`config.mk`:
```
export PLATFORM = sky130hd
export DESIGN_NAME = trig_seq
export DESIGN_NICKNAME = d
export VERILOG_FILES = /design/src/rtl/trig_seq_pkg.sv /design/src/rtl/trig_seq_cfg.sv /design/src/rtl/trig_seq_match.sv /design/src/rtl/trig_seq_core.sv /design/src/rtl/trig_seq.sv
export SDC_FILE = /design/constraint.sdc
export NUM_CORES = 1
export LEC_CHECK = 0
export CORE_MARGIN = 3
export CORE_UTILIZATION = 40
export CTS_CLUSTER_SIZE = 24
export DETAILED_ROUTE_END_ITERATION = 7
export PLACE_DENSITY = 0.57
export SLEW_MARGIN = 20
export SYNTH_ARGS = -nofsm -noshare
export SYNTH_HDL_FRONTEND = slang
export SYNTH_SLANG_ARGS = --single-unit
```
`constraint.sdc`:
```
create_clock -name clk -period 3.7 [get_ports clk]
set_input_delay 0.37 -clock clk [delete_from_list [all_inputs] [get_ports clk]]
set_output_delay 0.37 -clock clk [all_outputs]
set_load 0.005 [all_outputs]
```
`src/rtl/trig_seq_pkg.sv`:
```
`timescale 1ns/1ps
package trig_seq_pkg;
   localparam int TGT_W = 4;

   typedef enum logic [2:0] {
      EV_NEVER  = 3'd0,
      EV_PAT    = 3'd1,
      EV_WIN    = 3'd2,
      EV_PEER   = 3'd3,
      EV_CNT    = 3'd4,
      EV_ALWAYS = 3'd5
   } ev_e;

   typedef enum logic [2:0] {
      ACT_STAY = 3'd0,
      ACT_GOTO = 3'd1,
      ACT_FIRE = 3'd2,
      ACT_INC  = 3'd3,
      ACT_CLR  = 3'd4
   } act_e;

   typedef struct packed {
      logic [TGT_W-1:0] tgt;
      act_e             act;
      logic             inv;
      ev_e              ev;
   } clause_t;

   localparam int CLAUSE_W = $bits(clause_t);

   localparam int A_PAT_VAL  = 0;
   localparam int A_PAT_MASK = 1;
   localparam int A_WIN_LO   = 2;
   localparam int A_WIN_HI   = 3;
   localparam int A_CNT_LIM  = 4;
   localparam int A_STORE    = 5;
   localparam int A_CL_BASE  = 8;
endpackage

```
`src/rtl/trig_seq_cfg.sv`:
```
`timescale 1ns/1ps
module trig_seq_cfg
   import trig_seq_pkg::*;
#(
   parameter int DATA_W      = 16,
   parameter int CNT_W       = 16,
   parameter int NUM_STATES  = 4,
   parameter int NUM_CLAUSES = 2,
   parameter int ADDR_W      = 4
) (
   input  logic                      clk,
   input  logic                      rst_n,
   input  logic                      we,
   input  logic [ADDR_W-1:0]         addr,
   input  logic [DATA_W-1:0]         wdata,
   output logic [DATA_W-1:0]         pat_val,
   output logic [DATA_W-1:0]         pat_mask,
   output logic [DATA_W-1:0]         win_lo,
   output logic [DATA_W-1:0]         win_hi,
   output logic [CNT_W-1:0]          cnt_lim,
   output logic [NUM_STATES-1:0]     st_store,
   output clause_t [NUM_STATES-1:0][NUM_CLAUSES-1:0] clauses
);
   localparam int NSLOT = NUM_STATES * NUM_CLAUSES;

   always_ff @(posedge clk or negedge rst_n) begin
      if (!rst_n) begin
         pat_val  <= '0;
         pat_mask <= '0;
         win_lo   <= '0;
         win_hi   <= '0;
         cnt_lim  <= '0;
         st_store <= '0;
      end else if (we) begin
         if (addr == ADDR_W'(A_PAT_VAL))  pat_val  <= wdata;
         if (addr == ADDR_W'(A_PAT_MASK)) pat_mask <= wdata;
         if (addr == ADDR_W'(A_WIN_LO))   win_lo   <= wdata;
         if (addr == ADDR_W'(A_WIN_HI))   win_hi   <= wdata;
         if (addr == ADDR_W'(A_CNT_LIM))  cnt_lim  <= wdata[CNT_W-1:0];
         if (addr == ADDR_W'(A_STORE))    st_store <= wdata[NUM_STATES-1:0];
      end
   end

   for (genvar s = 0; s < NSLOT; s++) begin : g_slot
      always_ff @(posedge clk or negedge rst_n) begin
         if (!rst_n)
            clauses[s / NUM_CLAUSES][s % NUM_CLAUSES] <= '0;
         else if (we && addr == ADDR_W'(A_CL_BASE + s))
            clauses[s / NUM_CLAUSES][s % NUM_CLAUSES] <= clause_t'(wdata[CLAUSE_W-1:0]);
      end
   end
endmodule

```
`src/rtl/trig_seq_match.sv`:
```
`timescale 1ns/1ps
module trig_seq_match #(
   parameter int DATA_W  = 16,
   parameter bit HAS_WIN = 1'b1
) (
   input  logic [DATA_W-1:0] data,
   input  logic [DATA_W-1:0] pat_val,
   input  logic [DATA_W-1:0] pat_mask,
   input  logic [DATA_W-1:0] win_lo,
   input  logic [DATA_W-1:0] win_hi,
   output logic              pat_hit,
   output logic              win_hit
);
   logic [DATA_W-1:0] diff;
   assign diff    = (data ^ pat_val) & pat_mask;
   assign pat_hit = (diff == '0);

   if (HAS_WIN) begin : g_win
      logic above_lo, below_hi;
      assign above_lo = (data >= win_lo);
      assign below_hi = (data <= win_hi);
      assign win_hit  = above_lo & below_hi;
   end else begin : g_nowin
      logic unused_win;
      assign unused_win = ^{win_lo, win_hi};
      assign win_hit    = 1'b0;
   end
endmodule

```
`src/rtl/trig_seq_core.sv`:
```
`timescale 1ns/1ps
module trig_seq_core
   import trig_seq_pkg::*;
#(
   parameter int CNT_W       = 16,
   parameter int NUM_STATES  = 4,
   parameter int NUM_CLAUSES = 2
) (
   input  logic                  clk,
   input  logic                  rst_n,
   input  logic                  arm_start,
   input  logic                  smp_valid,
   input  logic                  pat_hit,
   input  logic                  win_hit,
   input  logic                  peer_in,
   input  logic [CNT_W-1:0]      cnt_lim,
   input  logic [NUM_STATES-1:0] st_store,
   input  clause_t [NUM_STATES-1:0][NUM_CLAUSES-1:0] clauses,
   output logic                  trig_o,
   output logic                  qual_o,
   output logic                  peer_o,
   output logic                  active_o
);
   localparam int SW = $clog2(NUM_STATES);
   localparam logic [TGT_W:0] NS_LIM = (TGT_W + 1)'(NUM_STATES);

   logic [SW-1:0]          state_q;
   logic [CNT_W-1:0]       cnt_q;
   logic                   run_q, trig_q, qual_q, peer_q;
   logic                   cnt_hit;
   logic [7:0]             evv;
   logic [NUM_CLAUSES-1:0] hit;
   act_e                   cl_act [NUM_CLAUSES];
   logic [TGT_W-1:0]       cl_tgt [NUM_CLAUSES];
   logic                   win_any;
   act_e                   win_act;
   logic [TGT_W-1:0]       win_tgt;

   assign cnt_hit = (cnt_q >= cnt_lim);
   assign evv = {1'b0, 1'b0, 1'b1, cnt_hit, peer_in, win_hit, pat_hit, 1'b0};

   for (genvar c = 0; c < NUM_CLAUSES; c++) begin : g_cl
      clause_t cl;
      assign cl        = clauses[state_q][c];
      assign hit[c]    = evv[cl.ev] ^ cl.inv;
      assign cl_act[c] = cl.act;
      assign cl_tgt[c] = cl.tgt;
   end

   always_comb begin
      win_any = 1'b0;
      win_act = ACT_STAY;
      win_tgt = '0;
      for (int c = 0; c < NUM_CLAUSES; c++) begin
         if (hit[c] && !win_any) begin
            win_any = 1'b1;
            win_act = cl_act[c];
            win_tgt = cl_tgt[c];
         end
      end
   end

   always_ff @(posedge clk or negedge rst_n) begin
      if (!rst_n) begin
         state_q <= '0;
         cnt_q   <= '0;
         run_q   <= 1'b0;
         trig_q  <= 1'b0;
         qual_q  <= 1'b0;
         peer_q  <= 1'b0;
      end else begin
         trig_q <= 1'b0;
         qual_q <= 1'b0;
         if (arm_start) begin
            run_q   <= 1'b1;
            state_q <= '0;
            cnt_q   <= '0;
            peer_q  <= 1'b0;
         end else if (run_q && smp_valid) begin
            qual_q <= st_store[state_q] | (win_act == ACT_FIRE);
            case (win_act)
               ACT_GOTO: if ({1'b0, win_tgt} < NS_LIM) state_q <= win_tgt[SW-1:0];
               ACT_FIRE: begin
                  trig_q <= 1'b1;
                  run_q  <= 1'b0;
                  peer_q <= 1'b1;
               end
               ACT_INC:  if (!cnt_hit) cnt_q <= cnt_q + 1'b1;
               ACT_CLR:  cnt_q <= '0;
               default:  ;
            endcase
         end
      end
   end

   assign trig_o   = trig_q;
   assign qual_o   = qual_q;
   assign peer_o   = peer_q;
   assign active_o = run_q;
endmodule

```
`src/rtl/trig_seq.sv`:
```
`timescale 1ns/1ps
module trig_seq
   import trig_seq_pkg::*;
#(
   parameter int DATA_W      = 16,
   parameter int CNT_W       = 16,
   parameter int NUM_STATES  = 4,
   parameter int NUM_CLAUSES = 2,
   parameter int ADDR_W      = 4,
   parameter bit HAS_WIN     = 1'b1
) (
   input  logic              clk,
   input  logic              rst_n,
   input  logic              cfg_we,
   input  logic [ADDR_W-1:0] cfg_addr,
   input  logic [DATA_W-1:0] cfg_wdata,
   input  logic              arm_start,
   input  logic              smp_valid,
   input  logic [DATA_W-1:0] smp_data,
   input  logic              peer_arm_in,
   output logic              trig_out,
   output logic              qual_out,
   output logic              peer_arm_out,
   output logic              seq_active
);
   localparam int NSLOT = NUM_STATES * NUM_CLAUSES;

   if (NUM_STATES < 2 || NUM_STATES > (1 << TGT_W) ||
       (NUM_STATES & (NUM_STATES - 1)) != 0) begin : g_bad_states
      initial $fatal(1, "NUM_STATES must be a power of two within the target field");
   end
   if (NUM_CLAUSES < 1) begin : g_bad_clauses
      initial $fatal(1, "NUM_CLAUSES must be at least one");
   end
   if (DATA_W < CLAUSE_W || DATA_W < CNT_W || DATA_W < NUM_STATES) begin : g_bad_width
      initial $fatal(1, "DATA_W too narrow for configuration words");
   end
   if ((A_CL_BASE + NSLOT) > (1 << ADDR_W)) begin : g_bad_addr
      initial $fatal(1, "ADDR_W too small for the clause slots");
   end

   logic [DATA_W-1:0]     pat_val, pat_mask, win_lo, win_hi;
   logic [CNT_W-1:0]      cnt_lim;
   logic [NUM_STATES-1:0] st_store;
   clause_t [NUM_STATES-1:0][NUM_CLAUSES-1:0] clauses;
   logic                  pat_hit, win_hit;

   trig_seq_cfg #(
      .DATA_W(DATA_W), .CNT_W(CNT_W), .NUM_STATES(NUM_STATES),
      .NUM_CLAUSES(NUM_CLAUSES), .ADDR_W(ADDR_W)
   ) u_cfg (
      .clk(clk), .rst_n(rst_n), .we(cfg_we), .addr(cfg_addr), .wdata(cfg_wdata),
      .pat_val(pat_val), .pat_mask(pat_mask), .win_lo(win_lo), .win_hi(win_hi),
      .cnt_lim(cnt_lim), .st_store(st_store), .clauses(clauses)
   );

   trig_seq_match #(.DATA_W(DATA_W), .HAS_WIN(HAS_WIN)) u_match (
      .data(smp_data), .pat_val(pat_val), .pat_mask(pat_mask),
      .win_lo(win_lo), .win_hi(win_hi), .pat_hit(pat_hit), .win_hit(win_hit)
   );

   trig_seq_core #(
      .CNT_W(CNT_W), .NUM_STATES(NUM_STATES), .NUM_CLAUSES(NUM_CLAUSES)
   ) u_core (
      .clk(clk), .rst_n(rst_n), .arm_start(arm_start), .smp_valid(smp_valid),
      .pat_hit(pat_hit), .win_hit(win_hit), .peer_in(peer_arm_in),
      .cnt_lim(cnt_lim), .st_store(st_store), .clauses(clauses),
      .trig_o(trig_out), .qual_o(qual_out), .peer_o(peer_arm_out),
      .active_o(seq_active)
   );
endmodule

```
==> results.json <==
{
  "num-nets-final": 1015,
  "cp_num_buf_inv": 3,
  "grt_pass1_wl_mm": 37.3,
  "critPathArrivalTime_ns": 3.85,
  "cts_tree": "yes",
  "yosysSeqAreaShare_pct": 48.9,
  "synth_commonest_cells": "dfrtp_1 (194), mux2_2 (143), nand2_1 (72), inv_1 (54), ha_1 (49)",
  "critPathSlowestCell": "or4_4",
  "gp_congestion": 0.793,
  "synth.cell_area_um2": 9930,
  "fin_crit_ns": 3.54,
  "slew_viol_final": 0,
  "final_core_util_pct": 48.6,
  "wire_per_inst_um": 18.1,
  "cp.required_ns": 4.01,
  "hold_class": "input port to asynchronous set/reset pin",
  "routed_wl_mm": 22.8,
  "overflow": 0,
  "first_pass_iters": 4,
  "grt_pass1_vias": 6892,
  "cts_buffers": 17,
  "yosysMostFrequentCell": "dfrtp_1",
  "hold_ws_ns": -0.00834,
  "hpwlAfterDp_mm": 16.0,
  "core_um2": 24300,
  "place_area_um2": 11100,
  "fin_worst_skew_ns": 0.0115,
  "clockPowerShare_pct": 30.0,
  "final_hold_viol_count": 2,
  "drive_gt1_share_pct": 29.8,
  "yosys.area.top_type_share_pct": 48.9,
  "cp_top_family": "compound AO/OA/AOI/OAI gates",
  "switchingPower_mw": 1.86,
  "worst_pin_slew_ns": 1.00,
  "die_w_um": 164,
  "worstSetupEndpointType": "register",
  "vdd_ir_drop_max_uv": 318,
  "root_buffer": "clkbuf_16",
  "design_area_um2": 11800,
  "final_cells": 1261,
  "crit_path_start_kind": "input port",
  "drc_errors": 0,
  "grt_usage_pct": 18.0,
  "crit_type": "input port to register",
  "ioPinCount": 46,
  "status": "complete, but fails checks",
  "pwr-share-seq_pct": 43.7,
  "p_leak_nw": 5.14,
  "clk_latency_ns": 0.43,
  "max_clock_freq_ghz": 0.283,
  "violations": "negative hold slack",
  "worstPathMaxFanout": 14,
  "cts_buffer_depth": 2,
  "slew_headroom_pct": 33.2,
  "rows": 57,
  "avgViaCountPerCell": 5.28,
  "io_buffers": 45,
  "fin_crit_sh_pct": 95.7,
  "setup_viol": 0,
  "synth.distinct_cells": 58,
  "power_density_nw_per_um2": 538,
  "synth_cells": 845,
  "cp_cell_sequence": "clkdlybuf4s50_1 > ha_1 > and4_4 > nand2_1 > or4_4 > a31oi_4 > buf_4 > nand4_1 > a31oi_1 > nor3_4 > a31oi_4 > clkbuf_16 > nor3_1 > a221o_1",
  "ys_ff_latch": 194,
  "antennaDiodeCount": 0,
  "ys_top_cells_by_area": "dfrtp_1 (49%), mux2_2 (16%), ha_1 (6.2%)",
  "cpPeakStageDelay_ns": 0.49,
  "internal-power_mw": 4.49,
  "htree_levels": 4,
  "drtIter0Drc": 389,
  "finalSetupTns_ns": 0,
  "antenna_found_initial": 0,
  "area_growth_pct": 19.0,
  "synth_nets": 936,
  "synthArstFlopShare_pct": 100,
  "die_y_um": 164,
  "dominantRegCellSynth": "dfrtp_1",
  "initial_core_util_pct": 40.8,
  "drv_cap": 0,
  "cts.sinks": 194,
  "synth_area_per_cell_um2": 11.7,
  "ant_nets": 0,
  "cts.reportedPaths.clkPinSlew_ns": 0.07,
  "yosysWarnings": 0,
  "ctsHoldBuffers": 0,
  "power_mw": 6.35,
  "switching_share_pct": 29.3,
  "synth_edf_count": 0,
  "placed_cells": 1226,
  "pwr-share-comb_pct": 26.2,
  "grt_max_degree": 99,
  "dieArea_um2": 26700,
  "vias": 6664,
  "crit_top_cell": "a31oi_4",
  "synth_area_leader_cell": "dfrtp_1"
}
==> power by group through the flow <==
stage / clock network (mW) / registers, mW / logic, mW
CTS: 1.95 / 2.78 / 1.60
detailed placement: 0 / 2.82 / 1.59
floorplan: 0 / 2.76 / 1.08
global route: 2.05 / 2.83 / 1.85
global placement: 0 / 2.80 / 1.56
finish: 1.91 / 2.78 / 1.66
==> worst reg2reg max path, stage by stage (launching register included) <==
cell and delay [ns]:
dfrtp_1 0.35, inv_1 0.05, ha_1 0.29, and4_4 0.26, nand2_1 0.07, or4_4 0.49, a31oi_4 0.20, buf_4 0.14
nand4_1 0.09, a31oi_1 0.41, nor3_4 0.11, a31oi_4 0.35, clkbuf_16 0.24, nor3_1 0.05, a221o_1 0.31
==> sequential cells by signal, summed over array words and instances (netlist names) <==
name,count
u_cfg.clauses,88
u_cfg.cnt_lim,16
u_cfg.pat_mask,16
u_cfg.pat_val,16
u_cfg.win_hi,16
u_cfg.win_lo,16
u_core.cnt_q,16
u_cfg.st_store,4
u_core.state_q,2
u_core.active_o,1
u_core.peer_o,1
u_core.qual_o,1
u_core.trig_o,1
==> layout make-up <==
class,instances,area [µm²]
repair buffers,107,995
clock buffers,20,467
flip-flops and latches,194,4850
fillers,2207,12500
multi-input cells,550,4740
clock inverters,12,145
well taps,324,405
inverters,54,203
==> metrics by stage <==
step,setup WS [ns],hold slack (ns)
final,0.161,-0.00834
after floorplan,0.516,0.0744
after detailed placement,-0.423,0.488
after global routing,-0.00383,0.0517
after global placement,-0.366,0.483
after CTS,0.0165,0.0338
==> cell usage in the layout (no fill, tap or decap), types with 15 or more instances in the layout <==
cell type,instances
dfrtp_1,194
mux2_2,143
nand2_1,72
buf_4,57
inv_1,54
ha_1,49
clkdlybuf4s50_1,43
o21ai_0,38
nor2_1,23
a31oi_1,19
clkbuf_16,19
mux4_2,18
xor2_1,16
a21oi_1,15
o211ai_1,15
==> layer usage <==
| metal | global-route usage [%] | vias up | wire (µm) | share of wire (%) |
|---|---|---|---|---|
| met5 | 0 | - | 0 | 0 |
| met1 | 25.1 | 3369 | 11000 | 48 |
| li1 | - | 3206 | - | - |
| met4 | 3.84 | 0 | 211 | 0.92 |
| met2 | 29.4 | 76 | 10900 | 48 |
| met3 | 3.22 | 13 | 654 | 2.9 |
==> cells by family after synthesis <==
logic type / Yosys count / synth area share (%)
compound gates: 134 / 9.05
fa+ha+maj: 49 / 6.18
simple gates: 189 / 9.93
flops: 194 / 48.9
buf+inv: 101 / 4.12
xor+xnor: 16 / 1.41
mux: 162 / 20.4
==> worst paths after layout <==
check / from / to / slack [ns] / cells past startpoint
worst max-delay path: smp_data[9] / u_core.cnt_q[14] / 0.16 / 14
worst min-delay path: rst_n / u_cfg.pat_mask[12] / -0.008 / 1
worst max register to register: u_cfg.win_lo[9] / u_core.cnt_q[14] / 0.17 / 14
worst min register to register: u_cfg.clauses[49] / u_cfg.clauses[49] / 0.50 / 1
max in group asynchronous: rst_n / u_core.cnt_q[6] / 2.77 / 3
min in group clk: u_cfg.clauses[49] / u_cfg.clauses[49] / 0.50 / 1
==> what timing repair did <==
action	in CTS	in global routing
resized for setup	1	15
buffers inserted	0	1
hold endpoints to repair	0	0
pin swaps	0	7
setup endpoints to repair	1	17
gates cloned	0	2
(Power assumes the default switching activity.)
